[src/rtl/conrx_pkg.sv]
package conrx_pkg;
    typedef enum logic [1:0] {
        FR_IDLE  = 2'd0,
        FR_START = 2'd1,
        FR_DATA  = 2'd2,
        FR_STOP  = 2'd3
    } fr_state_e;

    localparam int CHAR_W   = 8;
    localparam int POS_RDY  = 7;
    localparam int POS_IE   = 6;
    localparam int POS_ERR  = 15;
    localparam int POS_OVR  = 14;
    localparam int POS_FRM  = 13;
    localparam int POS_BRK  = 11;
endpackage

[src/rtl/conrx_sync.sv]
module conrx_sync #(
    parameter int STAGES = 2
) (
    input  logic clk,
    input  logic rst_n,
    input  logic d_in,
    output logic q_out
);
    logic [STAGES-1:0] chain_q;

    always_ff @(posedge clk or negedge rst_n) begin
        if (!rst_n) chain_q <= '1;
        else        chain_q <= {chain_q[STAGES-2:0], d_in};
    end

    assign q_out = chain_q[STAGES-1];
endmodule

[src/rtl/conrx_framer.sv]
module conrx_framer
    import conrx_pkg::*;
#(
    parameter int OS   = 16,
    parameter int DW   = 8
) (
    input  logic          clk,
    input  logic          rst_n,
    input  logic          tick,
    input  logic          line,
    output logic          done,
    output logic [DW-1:0] data,
    output logic          stop_bad
);
    localparam int CW   = $clog2(OS);
    localparam int BW   = $clog2(DW);
    localparam int MID  = OS/2 - 1;
    localparam int LAST = OS - 1;

    fr_state_e       state_q, state_d;
    logic [CW-1:0]   cnt_q;
    logic [BW-1:0]   idx_q;
    logic [DW-1:0]   shreg_q;
    logic            mid_hit, end_hit, last_bit;

    assign mid_hit  = tick && (cnt_q == CW'(MID));
    assign end_hit  = tick && (cnt_q == CW'(LAST));
    assign last_bit = (idx_q == BW'(DW-1));

    // next-state logic
    always_comb begin
        state_d = state_q;
        unique case (state_q)
            FR_IDLE:  if (tick && !line)       state_d = FR_START;
            FR_START: if (mid_hit)             state_d = line ? FR_IDLE : FR_DATA;
            FR_DATA:  if (end_hit && last_bit) state_d = FR_STOP;
            FR_STOP:  if (end_hit)             state_d = FR_IDLE;
            default:                           state_d = FR_IDLE;
        endcase
    end

    // state register
    always_ff @(posedge clk or negedge rst_n) begin
        if (!rst_n) state_q <= FR_IDLE;
        else        state_q <= state_d;
    end

    // datapath and outputs
    always_ff @(posedge clk or negedge rst_n) begin
        if (!rst_n) begin
            cnt_q    <= '0;
            idx_q    <= '0;
            shreg_q  <= '0;
            done     <= 1'b0;
            data     <= '0;
            stop_bad <= 1'b0;
        end else begin
            done <= 1'b0;
            if (tick) begin
                unique case (state_q)
                    FR_IDLE: begin
                        cnt_q <= '0;
                        idx_q <= '0;
                    end
                    FR_START: cnt_q <= mid_hit ? '0 : cnt_q + CW'(1);
                    FR_DATA: begin
                        cnt_q <= end_hit ? '0 : cnt_q + CW'(1);
                        if (end_hit) begin
                            shreg_q <= {line, shreg_q[DW-1:1]};
                            idx_q   <= last_bit ? '0 : idx_q + BW'(1);
                        end
                    end
                    FR_STOP: begin
                        cnt_q <= end_hit ? '0 : cnt_q + CW'(1);
                        if (end_hit) begin
                            done     <= 1'b1;
                            data     <= shreg_q;
                            stop_bad <= ~line;
                        end
                    end
                    default: cnt_q <= '0;
                endcase
            end
        end
    end
endmodule

[src/rtl/conrx_brk_det.sv]
module conrx_brk_det #(
    parameter int OS       = 16,
    parameter int BRK_BITS = 20
) (
    input  logic clk,
    input  logic rst_n,
    input  logic tick,
    input  logic line,
    input  logic consume,
    output logic pending
);
    localparam int LIM = OS * BRK_BITS;
    localparam int SW  = $clog2(LIM + 1);

    logic [SW-1:0] space_q;
    logic          armed_q;

    always_ff @(posedge clk or negedge rst_n) begin
        if (!rst_n) begin
            space_q <= '0;
            armed_q <= 1'b1;
            pending <= 1'b0;
        end else begin
            if (line) begin
                space_q <= '0;
                armed_q <= 1'b1;
            end else if (tick && space_q != SW'(LIM)) begin
                space_q <= space_q + SW'(1);
            end
            if (consume) pending <= 1'b0;
            if (!line && armed_q && space_q == SW'(LIM)) begin
                pending <= 1'b1;
                armed_q <= 1'b0;
            end
        end
    end
endmodule

[src/rtl/console_rx_unit.sv]
module console_rx_unit
    import conrx_pkg::*;
#(
    parameter int OS       = 16,
    parameter int BRK_BITS = 20,
    parameter int SYNC_N   = 2
) (
    input  logic        clk,
    input  logic        rst_n,
    input  logic        ser_in,
    input  logic        os_tick,
    input  logic        reg_sel,
    input  logic        rd_en,
    input  logic        wr_en,
    input  logic [31:0] wr_data,
    output logic [31:0] rd_data,
    output logic        irq
);
    logic              line_s;
    logic              char_done;
    logic [CHAR_W-1:0] char_val;
    logic              char_bad;
    logic              brk_pend;

    logic              ready_q, ie_q, ovr_q, frm_q, brk_q;
    logic [CHAR_W-1:0] char_q;
    logic              data_rd;
    logic [31:0]       ctrl_word, data_word;

    conrx_sync #(.STAGES(SYNC_N)) sync_i (
        .clk(clk), .rst_n(rst_n), .d_in(ser_in), .q_out(line_s)
    );

    conrx_framer #(.OS(OS), .DW(CHAR_W)) framer_i (
        .clk(clk), .rst_n(rst_n), .tick(os_tick), .line(line_s),
        .done(char_done), .data(char_val), .stop_bad(char_bad)
    );

    conrx_brk_det #(.OS(OS), .BRK_BITS(BRK_BITS)) brk_i (
        .clk(clk), .rst_n(rst_n), .tick(os_tick), .line(line_s),
        .consume(char_done), .pending(brk_pend)
    );

    assign data_rd = rd_en && reg_sel;

    always_ff @(posedge clk or negedge rst_n) begin
        if (!rst_n) begin
            ready_q <= 1'b0;
            ie_q    <= 1'b0;
            ovr_q   <= 1'b0;
            frm_q   <= 1'b0;
            brk_q   <= 1'b0;
            char_q  <= '0;
        end else begin
            if (wr_en && !reg_sel) ie_q <= wr_data[POS_IE];
            if (char_done) begin
                char_q  <= char_val;
                ready_q <= 1'b1;
                ovr_q   <= ready_q && !data_rd;
                frm_q   <= char_bad || brk_pend;
                brk_q   <= brk_pend;
            end else if (data_rd) begin
                ready_q <= 1'b0;
                ovr_q   <= 1'b0;
                frm_q   <= 1'b0;
                brk_q   <= 1'b0;
            end
        end
    end

    always_comb begin
        ctrl_word          = '0;
        ctrl_word[POS_RDY] = ready_q;
        ctrl_word[POS_IE]  = ie_q;
        data_word          = '0;
        data_word[CHAR_W-1:0] = char_q;
        data_word[POS_BRK] = brk_q;
        data_word[POS_FRM] = frm_q;
        data_word[POS_OVR] = ovr_q;
        data_word[POS_ERR] = ovr_q | frm_q;
        rd_data = reg_sel ? data_word : ctrl_word;
    end

    assign irq = ready_q && ie_q;
endmodule

[config.mk]
export PLATFORM = sky130hd
export DESIGN_NAME = console_rx_unit
export DESIGN_NICKNAME = d
export VERILOG_FILES = /design/src/rtl/conrx_pkg.sv /design/src/rtl/conrx_sync.sv /design/src/rtl/conrx_framer.sv /design/src/rtl/conrx_brk_det.sv /design/src/rtl/console_rx_unit.sv
export SDC_FILE = /design/constraint.sdc
export NUM_CORES = 1
export LEC_CHECK = 0
export ABC_AREA = 1
export ABC_CLOCK_PERIOD_IN_PS = 1300
export BUFFER_PORTS_ARGS = -buffer_cell sky130_fd_sc_hd__buf_4
export CAP_MARGIN = 5
export CORE_MARGIN = 4
export CORE_UTILIZATION = 48
export CTS_CLUSTER_DIAMETER = 60
export DETAILED_ROUTE_END_ITERATION = 10
export HOLD_SLACK_MARGIN = 0.02
export PLACE_DENSITY = 0.77
export SETUP_SLACK_MARGIN = 0.2
export SLEW_MARGIN = 0
export SYNTH_ARGS = -nofsm -noshare
export SYNTH_HDL_FRONTEND = slang
export SYNTH_SLANG_ARGS = --single-unit
[constraint.sdc]
create_clock -name clk -period 1.3 [get_ports clk]
set_input_delay 0.13 -clock clk [delete_from_list [all_inputs] [get_ports clk]]
set_output_delay 0.13 -clock clk [all_outputs]
set_load 0.01 [all_outputs]
==> metrics.md <==
| Metric | Value |
|---|---|
| Run status | `finished, violations left` |
| Failing checks | `negative setup slack` |
| I/O pin cnt | `72` |
| Bufs on Longest Clock Path | `2` |
| CP required | `1.55 ns` |
| RR Startpoint | `framer_i.cnt_q[0]` |
| CP startpoint kind | `flop` |
| Cell Count, Final, Fillers Out | `470` |
| YS warnings | `0` |
| Met3 WL | `250 um` |
| Top post-synthesis cells by area | `dfrtp_1 (46%), nand2_1 (14%), buf_4 (5.7%), inv_1 (5.5%), nand3_1 (4.9%)` |
| Clock transition at the registers of the reported paths | `0.10 ns` |
| Slew Limit Fails | `0` |
| Final GP Congestion | `0.763` |
| Synth Area per Inst | `8.34 um2` |
| Overall routing resource usage | `16.3%` |
| EDFF count, synth | `0` |
| Initial Util | `49.5%` |
| Wl on met1 | `2390 um` |
| Area leader, netlist | `dfrtp_1` |
| Critical Path AT | `1.61 ns` |
| Post-synth top area share | `45.6%` |
| CTS Buf Count | `5` |
| Cell area after layout | `3610 um2` |
| GR Overflow Total | `0` |
| Setup CP Type | `reg2reg` |
| Hold Violations, Final | `0` |
| DIE AREA | `6990 um2` |
| Core Region | `5540 um2` |
| Worst skew pair latency | `0.31 ns` |
| Layout area overhead | `31.6%` |
| # DRC | `0` |
| Reg2reg end | `framer_i.state_q[0]` |
| Vias in the first global route | `2214` |
| Drt wl/cell | `12.5 um` |
| Largest net degree at the start of global routing | `38` |
| Vias | `2310` |
| Critical-path top delay cell | `dfrtp_1` |
| Clock root buffer | `clkbuf_8` |
| Critical path, cell by cell | `ha_4, nand2_4, o21ai_4, buf_6, nand3_2, nand2_1, and2_1` |
| Post-synth ARST share | `100%` |
| Placed insts | `434` |
| Cells after Synth | `329` |
| CTS tree | `yes` |
| # diodes | `0` |
| R2R cell count | `7` |
| # nets final | `441` |
| ANT nets after route | `0` |
| Placement Rows | `27` |
| Commonest non-fill, non-tap cell in the layout | `nand2_1` |
| Final worst setup slack | `-0.0612 ns` |
| Crit path to | `framer_i.state_q[0]` |
| First-pass DRT Iterations | `4` |
| Hold crit path type | `in2reg` |
| Final setup vio count | `27` |
| Met2 routed WL | `3170 um` |
| Maximum clock rate | `735 MHz` |
| Kind of end point of the critical path | `flop` |
| Critical path fanouts, max | `5` |
| Hpwl dp | `3410 um` |
| Crit path from | `framer_i.cnt_q[0]` |
| Placed cell area | `3040 um2` |
| Most frequent cells in the layout | `nand2_1 (76), dfrtp_1 (48), buf_4 (46)` |
| Max Cap Viol | `0` |
| Die height | `83.6 um` |
| Yosys cell types | `31` |
| FF+latch count, synth | `53` |
| RSZ-0062 raised after global routing | `true` |
| Synth Flop Type | `dfrtp_1` |
| Clk sinks | `53` |
| Antenna violations before repair | `0` |
| Share of layout cells above drive strength 1 | `37.9%` |
| Die Span X | `83.6 um` |
| Top sig layer | `met4` |
| Routed vias/inst | `4.91` |
| Seq/Total Area, Yosys | `48.5%` |
| FF-to-FF setup slack | `-0.06 ns` |
| Final Critical Period | `1.36 ns` |
| First-pass GRT wire length | `9490 um` |
| Max IR drop VDD | `0.000827 V` |
| Leakage | `1.84 nW` |
| Port bufs | `20` |
| Final period util | `105%` |
| CTS H-tree lvls | `2` |
| Worst path max stage delay | `0.41 ns` |
| Drt first-iter violations | `97` |
| Routed WL | `5890 um` |
| Layout Skew | `0.00851 ns` |
| Pwr dens | `1120 nW/um2` |
| Post-Syn Area | `2740 um2` |
[registers in the layout, indices dropped and copies added, names as in the netlist, 2 cells and up, named ones only]
register / cells
brk_i.space_q: 9
char_q: 8
framer_i.cnt_q: 4
framer_i.data: 8
framer_i.idx_q: 3
framer_i.shreg_q: 8
sync_i.chain_q: 2
[stage by stage]
step                      TNS [ns]  total power [mW]  hold slack (ns)  worst slack (ns)  utilization, %
final                       -0.534              4.06           0.0811           -0.0612            65.2
after floorplan            -0.0166              2.40           -0.166           -0.0166               -
after detailed placement     -1.24              2.63           0.0123            -0.140            54.9
after global placement      -0.610              2.59          0.00972           -0.0892            54.9
after CTS                   -0.931              3.82           0.0789            -0.111            61.1
after global routing         -2.39              4.26           0.0820            -0.108            65.2
[layer usage]
metal	global-route usage [%]	up-vias
met1	18.5	1118
li1	-	1139
met2	30.1	46
met5	0	-
met3	3.95	7
met4	4.97	0
[final cells by class]
cell class              count  area [um2]
clock buffers               6        72.6
clock inverters             2        15.0
fillers                   403        1930
inverters                  45         169
multi-input cells         226        1360
flip-flops and latches     53        1330
well taps                  72        90.1
repair buffers             66         576
[how the worst min path moves through the flow]
stage | startpoint | end | slack (ns) | cells past startpoint
6_report | wr_data[6] | ie_q | 0.08 | 3
5_1_grt | wr_data[6] | ie_q | 0.08 | 3
4_1_cts | wr_data[6] | ie_q | 0.08 | 3
3_5_place_dp | rst_n | char_q[0] | 0.01 | 1
3_3_place_gp | rst_n | char_q[0] | 0.01 | 1
2_1_floorplan | rst_n | async pin | -0.17 | 0
[critical path: cells and delay by family, from the launching register on]
family / cells / cell delay, ns
AO/OA/AOI/OAI: 1 / 0.25
AND/OR/NAND/NOR: 4 / 0.34
flip-flops: 1 / 0.41
buffers and inverters: 1 / 0.14
adder cells (fa/ha/maj): 1 / 0.17
[cell usage after synthesis, drive strengths merged (2+ instances only)]
master	n
a21oi	2
buf	25
clkbuf	4
dfrtp	50
dfstp	3
ha	5
inv	44
nand2	104
nand3	29
nand4	7
nor2	15
o21ai	31
xor2	4
[cells by family (layout without fill, tap and decap cells)]
| family | Yosys count | count (layout) | share of synthesized area (%) |
|---|---|---|---|
| other | 1 | 20 | 0.137 |
| adders and majority gates | 5 | 5 | 2.28 |
| and+or+nand+nor | 157 | 162 | 25.9 |
| AOI/OAI and AO/OA | 35 | 35 | 8.07 |
| buffers and inverters | 74 | 119 | 13.9 |
| DFF | 53 | 53 | 48.5 |
| xor gates and xnor gates | 4 | 4 | 1.28 |
[report_power, final]
| part | switching (mW) | internal [mW] |
|---|---|---|
| combinational | 0.709 | 0.540 |
| clock | 0.543 | 0.381 |
| sequential | 0.129 | 1.76 |
[timing repair]
action	CTS	global route
resized for setup	38	37
setup endpoints to repair	42	49
hold buffers	3	0
hold endpoints to repair	54	0
pin swaps	33	19
setup buffers	8	12
cloned	4	1
No activity file was read; power rests on OpenSTA's default activity.
